$ cat config.mk
export PLATFORM = sky130hd
export DESIGN_NAME = agu_top
export DESIGN_NICKNAME = d
export VERILOG_FILES = /design/src/rtl/agu_pkg.sv /design/src/rtl/agu_regs.sv /design/src/rtl/agu_next.sv /design/src/rtl/agu_top.sv
export SDC_FILE = /design/constraint.sdc
export NUM_CORES = 1
export LEC_CHECK = 0
export BUFFER_PORTS_ARGS = -buffer_cell sky130_fd_sc_hd__buf_2
export CORE_MARGIN = 10
export CORE_UTILIZATION = 70
export CTS_CLUSTER_DIAMETER = 150
export DETAILED_ROUTE_END_ITERATION = 6
export PLACE_DENSITY_LB_ADDON = 0.1
export RECOVER_POWER = 100
export SYNTH_ARGS = -nofsm -noshare
export SYNTH_HDL_FRONTEND = slang
export SYNTH_HIERARCHICAL = 1
export SYNTH_SLANG_ARGS = --single-unit
$ cat constraint.sdc
create_clock -name clk -period 19.4 [get_ports clk]
set_input_delay 0 -clock clk [delete_from_list [all_inputs] [get_ports clk]]
set_output_delay 0 -clock clk [all_outputs]
set_load 0.05 [all_outputs]
$ cat src/rtl/agu_pkg.sv
package agu_pkg;
  typedef enum logic [1:0] {
    AM_LINEAR = 2'd0,
    AM_BOUNDS = 2'd1,
    AM_BLOCK  = 2'd2,
    AM_BITREV = 2'd3
  } agu_mode_e;

  typedef enum logic [2:0] {
    RS_PTR  = 3'd0,
    RS_STEP = 3'd1,
    RS_LO   = 3'd2,
    RS_HI   = 3'd3,
    RS_LEN  = 3'd4,
    RS_MODE = 3'd5,
    RS_FFT  = 3'd6
  } agu_sel_e;
endpackage

$ cat src/rtl/agu_regs.sv
module agu_regs #(
  parameter int AW     = 16,
  parameter int MAXLOG = 10,
  localparam int LW    = $clog2(MAXLOG + 1)
) (
  input  logic                clk,
  input  logic                rst_n,
  input  logic                cfg_we,
  input  logic [2:0]          cfg_sel,
  input  logic [AW-1:0]       cfg_wdata,
  input  logic                upd_en,
  input  logic [AW-1:0]       upd_addr,
  output logic [AW-1:0]       ptr_q,
  output logic [AW-1:0]       step_q,
  output logic [AW-1:0]       lo_q,
  output logic [AW-1:0]       hi_q,
  output logic [AW-1:0]       len_q,
  output agu_pkg::agu_mode_e  mode_q,
  output logic [LW-1:0]       fft_q
);
  import agu_pkg::*;

  function automatic logic [LW-1:0] clamp_log(input logic [AW-1:0] v);
    if (v == '0)               return LW'(1);
    else if (v > AW'(MAXLOG))  return LW'(MAXLOG);
    else                       return v[LW-1:0];
  endfunction

  always_ff @(posedge clk) begin
    if (!rst_n) begin
      ptr_q  <= '0;
      step_q <= '0;
      lo_q   <= '0;
      hi_q   <= '0;
      len_q  <= '0;
      mode_q <= AM_LINEAR;
      fft_q  <= LW'(1);
    end else begin
      if (upd_en) ptr_q <= upd_addr;
      if (cfg_we) begin
        case (cfg_sel)
          RS_PTR:  ptr_q  <= cfg_wdata;
          RS_STEP: step_q <= cfg_wdata;
          RS_LO:   lo_q   <= cfg_wdata;
          RS_HI:   hi_q   <= cfg_wdata;
          RS_LEN:  len_q  <= cfg_wdata;
          RS_MODE: mode_q <= agu_mode_e'(cfg_wdata[1:0]);
          RS_FFT:  fft_q  <= clamp_log(cfg_wdata);
          default: ;
        endcase
      end
    end
  end
endmodule

$ cat src/rtl/agu_next.sv
module agu_next #(
  parameter int AW     = 16,
  parameter int MAXLOG = 10,
  localparam int LW    = $clog2(MAXLOG + 1),
  localparam int SW    = AW + 2
) (
  input  logic [AW-1:0]       ptr,
  input  logic [AW-1:0]       step,
  input  logic [AW-1:0]       lo,
  input  logic [AW-1:0]       hi,
  input  logic [AW-1:0]       len,
  input  agu_pkg::agu_mode_e  mode,
  input  logic [LW-1:0]       fft_log,
  output logic [AW-1:0]       nxt,
  output logic                wrap
);
  import agu_pkg::*;

  localparam logic signed [SW-1:0] ONE = SW'(1);

  function automatic logic signed [SW-1:0] sx(input logic [AW-1:0] v);
    return $signed({{2{v[AW-1]}}, v});
  endfunction

  function automatic logic signed [SW-1:0] zx(input logic [AW-1:0] v);
    return $signed({2'b00, v});
  endfunction

  // returns {wrapped, address}
  function automatic logic [AW:0] step_bounds(input logic [AW-1:0] p, m, l, h);
    logic signed [SW-1:0] s, span;
    s    = zx(p) + sx(m);
    span = zx(h) - zx(l) + ONE;
    if (s > zx(h))      return {1'b1, AW'(s - span)};
    else if (s < zx(l)) return {1'b1, AW'(s + span)};
    else                return {1'b0, AW'(s)};
  endfunction

  function automatic logic [AW-1:0] fill_low(input logic [AW-1:0] v);
    logic [AW-1:0] r;
    r = v;
    for (int sh = 1; sh < AW; sh = sh * 2) r = r | (r >> sh);
    return r;
  endfunction

  function automatic logic [AW:0] step_block(input logic [AW-1:0] p, m, n);
    logic [AW-1:0]        mask;
    logic signed [SW-1:0] off;
    logic                 w;
    mask = fill_low(n - AW'(1));
    off  = zx(p & mask) + sx(m);
    w    = 1'b0;
    if (off >= zx(n)) begin
      off = off - zx(n);
      w   = 1'b1;
    end else if (off[SW-1]) begin
      off = off + zx(n);
      w   = 1'b1;
    end
    return {w, (p & ~mask) | (AW'(off) & mask)};
  endfunction

  function automatic logic [MAXLOG-1:0] rev_low(input logic [MAXLOG-1:0] x,
                                                input logic [LW-1:0] k);
    logic [MAXLOG-1:0] f;
    for (int i = 0; i < MAXLOG; i++) f[i] = x[MAXLOG-1-i];
    return f >> (LW'(MAXLOG) - k);
  endfunction

  function automatic logic [AW-1:0] step_rev(input logic [AW-1:0] p, m,
                                             input logic [LW-1:0] k);
    logic [MAXLOG-1:0] fmask, idx, c;
    fmask = MAXLOG'((1 << k) - 1);
    idx   = p[MAXLOG-1:0] & fmask;
    c     = (rev_low(idx, k) + m[MAXLOG-1:0]) & fmask;
    return {p[AW-1:MAXLOG], (p[MAXLOG-1:0] & ~fmask) | rev_low(c, k)};
  endfunction

  always_comb begin
    wrap = 1'b0;
    case (mode)
      AM_BOUNDS: {wrap, nxt} = step_bounds(ptr, step, lo, hi);
      AM_BLOCK:  {wrap, nxt} = step_block(ptr, step, len);
      AM_BITREV: nxt = step_rev(ptr, step, fft_log);
      default:   nxt = ptr + step;
    endcase
  end
endmodule

$ cat src/rtl/agu_top.sv
module agu_top #(
  parameter int AW     = 16,
  parameter int MAXLOG = 10
) (
  input  logic          clk,
  input  logic          rst_n,
  input  logic          cfg_we,
  input  logic [2:0]    cfg_sel,
  input  logic [AW-1:0] cfg_wdata,
  input  logic          acc_en,
  input  logic          acc_pre,
  output logic [AW-1:0] ea,
  output logic [AW-1:0] ptr_out
);
  import agu_pkg::*;
  localparam int LW = $clog2(MAXLOG + 1);

  logic [AW-1:0] ptr_q, step_q, lo_q, hi_q, len_q, nxt_addr;
  agu_mode_e     mode_q;
  logic [LW-1:0] fft_q;
  logic          wrap_evt;
  logic          ptr_wr_evt;
  logic          upd_evt;

  assign ptr_wr_evt = cfg_we && (cfg_sel == RS_PTR);
  assign upd_evt    = acc_en && !ptr_wr_evt;

  agu_regs #(.AW(AW), .MAXLOG(MAXLOG)) regs_i (
    .clk(clk), .rst_n(rst_n), .cfg_we(cfg_we), .cfg_sel(cfg_sel),
    .cfg_wdata(cfg_wdata), .upd_en(upd_evt), .upd_addr(nxt_addr),
    .ptr_q(ptr_q), .step_q(step_q), .lo_q(lo_q), .hi_q(hi_q),
    .len_q(len_q), .mode_q(mode_q), .fft_q(fft_q)
  );

  agu_next #(.AW(AW), .MAXLOG(MAXLOG)) next_i (
    .ptr(ptr_q), .step(step_q), .lo(lo_q), .hi(hi_q), .len(len_q),
    .mode(mode_q), .fft_log(fft_q), .nxt(nxt_addr), .wrap(wrap_evt)
  );

  assign ea      = acc_pre ? nxt_addr : ptr_q;
  assign ptr_out = ptr_q;
endmodule

# Word level (Yosys, flattened, before mapping)
# Index checks and enable logic that the tools add are counted.
op_classes:
  order_cmp: 4
  addsub: 13
  reduce_logical: 11
  n_shift: 3
  bitwise: 14
  n_eq_ne: 9
  n_mux: 12
op_table:
  columns: ["cell", "count"]
  rows:
  - ["$mux 16", 9]
  - ["$add 16x16->16", 3]
  - ["$and 16x16->16", 3]
  - ["$pmux 16 s3", 1]
  - ["$sub 16x16->16", 3]
  - ["$add 17x16->18", 2]
  - ["$and 10x10->10", 3]
  - ["$shr 10x4->10", 2]
  - ["$ge 18x17->1", 1]
  - ["$gt 18x17->1", 1]
  - ["$lt 18x17->1", 1]
  - ["$add 16x2->16 const B", 1]
  - ["$gt 16x4->1 const B", 1]
  - ["$logic_not 16->1", 1]
  - ["$not 16->16", 1]
  - ["$or 16x12->16", 1]
  - ["$or 16x14->16", 1]
  - ["$or 16x15->16", 1]
  - ["$or 16x16->16", 1]
  - ["$or 16x8->16", 1]
  - ["$sub 16x1->16 const B", 1]
  - ["$reduce_and 2->1", 6]
  - ["$add 10x10->10", 1]
  - ["$not 10->10", 1]
  - ["13 further kinds", 19]
totals:
  output_inout_bits: 32
  word_cells: 73
  ff_bits: 86

# Longest topological paths before layout
logic_depth:
  ltp_word: 17
  mapped_depth: 36
  ltp_nobuf: 34

# By module
# The synthesis kept the hierarchy.
modules_own_cells:
  columns: ["mod", "cells_per_inst", "area_per_inst_um2", "n_inst"]
  rows:
  - ["agu_next", 1342, 9307.7, 1]
  - ["agu_regs", 393, 3498.4, 1]
  - ["agu_top", 20, 264.0, 1]

# Worst setup path after synthesis
# Ideal clock, no wire load.
synth_timing:
  path_kind: "reg-to-reg"
  from: "register regs_i.len_q[1]"
  to: "register regs_i.ptr_q[15]"
  synth_period_minus_slack_ps: 7179
  path_stages_with_launch: 37
  n_path_buf: 3
  setup_slack_ps: 12221
  arrival_ps: 7120
  cell_sequence: "dfxtp_1 inv_1 ha_1 and3_1 clkbuf_1 nor4b_1 o21ai_0 a2111oi_4 nand3_1 nor2_1 nand2_1 and2_1 ha_1 inv_1 fa_1 nor2b_1 o31ai_1 a21oi_2 o31ai_1 o21ai_0 a21oi_1 xnor2_1 ha_1 buf_1 a41o_1 a21o_1 a31o_1 o211a_4 or2_0 buf_2 a221o_1 a2111oi_2 a311oi_1 o21ai_1 mux2i_1 nand2_1 o211a_1"
synth_via:
  elab_chain_cells: 17
synth_rtl:
  columns: ["element", "line_no", "rtl"]
  rows:
  - ["from (decl)", "agu_regs.sv:17", "output logic [AW-1:0] len_q,"]
  - ["from (signal assigned)", "agu_regs.sv:46", "RS_LEN: len_q <= cfg_wdata;"]
  - ["$sub 16x1->16", "agu_next.sv:50", "mask = fill_low(n - AW'(1));"]
  - ["$or 16x15->16", "agu_next.sv:42", "for (int sh = 1; sh < AW; sh = sh * 2) r = r | (r >> sh);"]
  - ["$or 16x14->16", "agu_next.sv:42", null]
  - ["$or 16x12->16", "agu_next.sv:42", null]
  - ["$or 16x8->16", "agu_next.sv:42", null]
  - ["$and 16x16->16", "agu_next.sv:51", "off = zx(p & mask) + sx(m);"]
  - ["$add 17x16->18", "agu_next.sv:51", null]
  - ["$add 16x16->16", "agu_next.sv:57", "off = off + zx(n);"]
  - ["[... 2 more ...]", null, null]
  - ["$mux 16", "agu_next.sv:81", "case (mode)"]
  - ["$and 16x16->16", "agu_next.sv:60", "return {w, (p & ~mask) | (AW'(off) & mask)};"]
  - ["$or 16x16->16 (*)", "agu_next.sv:60", null]
  - ["$pmux 16 s3 (*)", "agu_next.sv:81", null]
  - ["via nxt_addr[15]", "agu_top.sv:18", "logic [AW-1:0] ptr_q, step_q, lo_q, hi_q, len_q, nxt_addr;"]
  - ["$mux 16 (*)", "agu_regs.sv:39", "if (upd_en) ptr_q <= upd_addr;"]
  - ["$mux 16", "agu_regs.sv:41", "case (cfg_sel)"]
  - ["$mux 16 (*)", "agu_regs.sv:40", "if (cfg_we) begin"]
  - ["to (signal assigned)", "agu_regs.sv:39", null]
  - ["to (signal assigned)", "agu_regs.sv:42", "RS_PTR: ptr_q <= cfg_wdata;"]
  - ["to (decl)", "agu_regs.sv:13", "output logic [AW-1:0] ptr_q,"]
# Mark *: on every way through the listed nets, which the timed path passes. The rest lies on a longest branch. The select of a mux whose other input is x is not followed.
# A chain may end at the register's enable or synchronous reset.

# Worst setup path in the final report
layout_timing:
  from: "register regs_i.len_q[1]"
  to: "output ea[3]"
layout_via:
  elab_chain_cells: 15
layout_rtl:
  columns: ["element", "line_no", "rtl"]
  rows:
  - ["$sub 16x1->16", "agu_next.sv:50", null]
  - ["$or 16x15->16", "agu_next.sv:42", null]
  - ["$or 16x14->16", "agu_next.sv:42", null]
  - ["$or 16x12->16", "agu_next.sv:42", null]
  - ["$or 16x8->16", "agu_next.sv:42", null]
  - ["$and 16x16->16", "agu_next.sv:51", null]
  - ["$add 17x16->18", "agu_next.sv:51", null]
  - ["$add 16x16->16", "agu_next.sv:57", null]
  - ["$mux 16", "agu_next.sv:56", "end else if (off[SW-1]) begin"]
  - ["$mux 16", "agu_next.sv:53", "if (off >= zx(n)) begin"]
  - ["$mux 16", "agu_next.sv:81", null]
  - ["$and 16x16->16", "agu_next.sv:60", null]
  - ["$or 16x16->16 (*)", "agu_next.sv:60", null]
  - ["$pmux 16 s3 (*)", "agu_next.sv:81", null]
  - ["via nxt_addr[3]", "agu_top.sv:18", null]
  - ["$mux 16 (*)", "agu_top.sv:40", "assign ea = acc_pre ? nxt_addr : ptr_q;"]
  - ["to (decl)", "agu_top.sv:12", "output logic [AW-1:0] ea,"]
# Marked as above.

==> metrics <==
Iter 0 DRT Violations=about 1900; synthesized netlist net count=roughly 2000; worst vdd rail ir drop=approximately 0.054 mV; Post-Place Worst Slack=about 11000 ps; highest fanout seen on the critical path=14; most frequent standard cell in the layout excluding fill and tap cells=sky130_fd_sc_hd__nand2_1; via total after detailed routing=13900; violations in the final reports=capacitance limit, slew limit; GRT Resource Usage Total=0.339; GRT Max-Usage Layer=met2; Min-Delay Path Class=input pin to register; Pre-antenna DRT Iters=6; post-synthesis cell area=approximately 0.013 sq mm; number of antenna violations at the first check in global routing=0; Leak Pwr=roughly 6.1 nW; arrival time worst endpoint=10830 ps; DRC viols=0; average instance area after synthesis=7.45 sq um; unrepaired setup endpoints after global routing=false; commonest non-fill, non-tap cells in the layout=sky130_fd_sc_hd__nand2_1, sky130_fd_sc_hd__ha_1, sky130_fd_sc_hd__inv_1, sky130_fd_sc_hd__nor2_1, sky130_fd_sc_hd__a21oi_1; IO Port Bufs=55; outcome=finished with violations; number of cells after detailed placement=1966; Max Clock Freq=between 90 and 100 MHz; cell mode on critical path=sky130_fd_sc_hd__a21oi_1; Layout Skew=9.41 ps; origin of the worst setup path=regs_i/len_q[1]$_SDFFE_PN0P_; met2 layer usage reported by global route=0.568; count of antenna diodes in the layout=0; Core ar.=0.0181 sq mm; final hold vios=0; actual transition at the worst max-transition pin=1540 ps; share of the clock period used by the worst path=0.558; Slowest cell on crit path=sky130_fd_sc_hd__a2111oi_0; Post-DRT Antenna Nets=0; YS warnings=6; Critical Path RT=19400 ps; final critical-path required period=around 11000 ps; Clock Latency Late Sink=about 340 ps; number of H-tree levels=3; post-CTS setup buffer count=0; number of cell rows=49; global-route wire length before repair=67800 um; TNS Setup=0 ps; number of buffers on the longest clock path=2; Max stage delay on crit path=roughly 1300 ps; Non-Filler Instances=1995; # Max-Cap Violations=1; die outline width=157 um; clk root buf=sky130_fd_sc_hd__clkbuf_16; Final WS setup=approximately 8600 ps; launch point of the worst hold path=cfg_wdata[2]; count of pins on the block boundary=56; average wire per cell in the routed design=21.7 um; weighted congestion reported at the end of routability-driven placement=roughly 1.0; end of the worst hold path=regs_i/hi_q[2]$_SDFFE_PN0P_; maximum number of pins on one net before global-route repair=58; buffer and inverter count on the worst path=3; worst setup path class=register to output pin; area after detailed placement=0.0133 sq mm; cell family with the largest share of critical-path delay=compound AO/OA/AOI/OAI gates; global-route met1 utilization=0.425; total overflow reported by the global router=0; Synth Instances=about 1800; worst-case reg-to-reg path depth=34; half-perimeter wire length of the detailed placement result=33000 um; RR Endpoint=regs_i/ptr_q[3]$_SDFF_PN0_; post-layout power=0.847 mW; final max-slew violation count=8; reg2reg setup slack=between 9000 and 10000 ps; Cells on Worst Hold Path=3; Avg Vias per Cell=about 7.0; Power Dens Cells=62.0 mW/mm^2; Worst slew margin=-0.0515; vias in the first global route=roughly 13000; Sinks on Clock Net=86; fraction of final layout cells sized beyond drive strength 1=0.0555; clock-pin slew on the worst setup and hold paths=around 60 ps; element type at the critical path end=output pin; Die Footprint=around 0.025 sq mm; Design Area, Final=approximately 0.014 sq mm; TritonCTS clock tree=yes; # setup viols final=0; total number of nets in the final design=1970; Setup crit start kind=register; met3 capacity usage during global routing=0.0548; post_cts resized=0; TritonCTS Buffers=9; chip height=about 160 um; Layout Area Growth over Synthesis=4.54%; routed wire length=43300 um; R2R Path Start=regs_i/len_q[1]$_SDFFE_PN0P_; initial core utilization=0.720
==> worst reg2reg max path: cells and delay by family (launching register included) <==
kind                     cells  cell delay [ps]
XOR/XNOR                     1              120
flip-flops                   1              350
AO/OA/AOI/OAI               18             6080
adder cells (fa/ha/maj)      4             1190
AND/OR/NAND/NOR              8             2040
multiplexers                 1              140
buffers and inverters        2              320
==> metal layers <==
layer	up-vias	part of all wire
met5	-	0
met4	0	0.041
met3	154	0.11
met2	879	0.46
met1	6472	0.39
li1	6378	-
==> where the power goes <==
group	internal, mW	switching [mW]
combinational	0.179	0.308
sequential	0.182	0.0127
clock	0.0943	0.0716
==> worst max path at each step <==
stage                                        endpoint  slack, ps  cells past startpoint
after global placement                          ea[5]      11180                     33
after floorplan           regs_i/ptr_q[15]$_SDFF_PN0_      12220                     36
after CTS                                       ea[5]      10520                     33
final                                           ea[3]       8570                     33
after global routing                            ea[3]       7470                     33
after detailed placement                        ea[5]      10910                     33
==> registers in the layout, indices dropped and copies added (netlist names) <==
name,cells
regs_i/len_q,16
regs_i/fft_q,4
regs_i/step_q,16
regs_i/lo_q,16
regs_i/hi_q,16
regs_i/ptr_q,16
regs_i/mode_q,2
==> per-stage QoR <==
step,hold WS (ps),utilization
finish,22.6,0.752
global route,27.0,0.752
CTS,1.65,0.757
detailed placement,329,0.734
global placement,323,0.734
floorplan,135,-
==> area by class of cell <==
cell class	instances	area [sq um]
Fill cell	1411	4500
Clock buffer	14	264
Sequential cell	86	1720
Inverter	145	544
Timing Repair Buffer	80	453
Clock inverter	2	16.3
Tap cell	229	287
Multi-Input combinational cell	1439	10400
==> what timing repair did <==
action                     in CTS  in global routing
setup endpoints to repair       0                  0
hold endpoints to repair       33                  0
hold buffers                   13                  0
(Power assumes the default switching activity.)
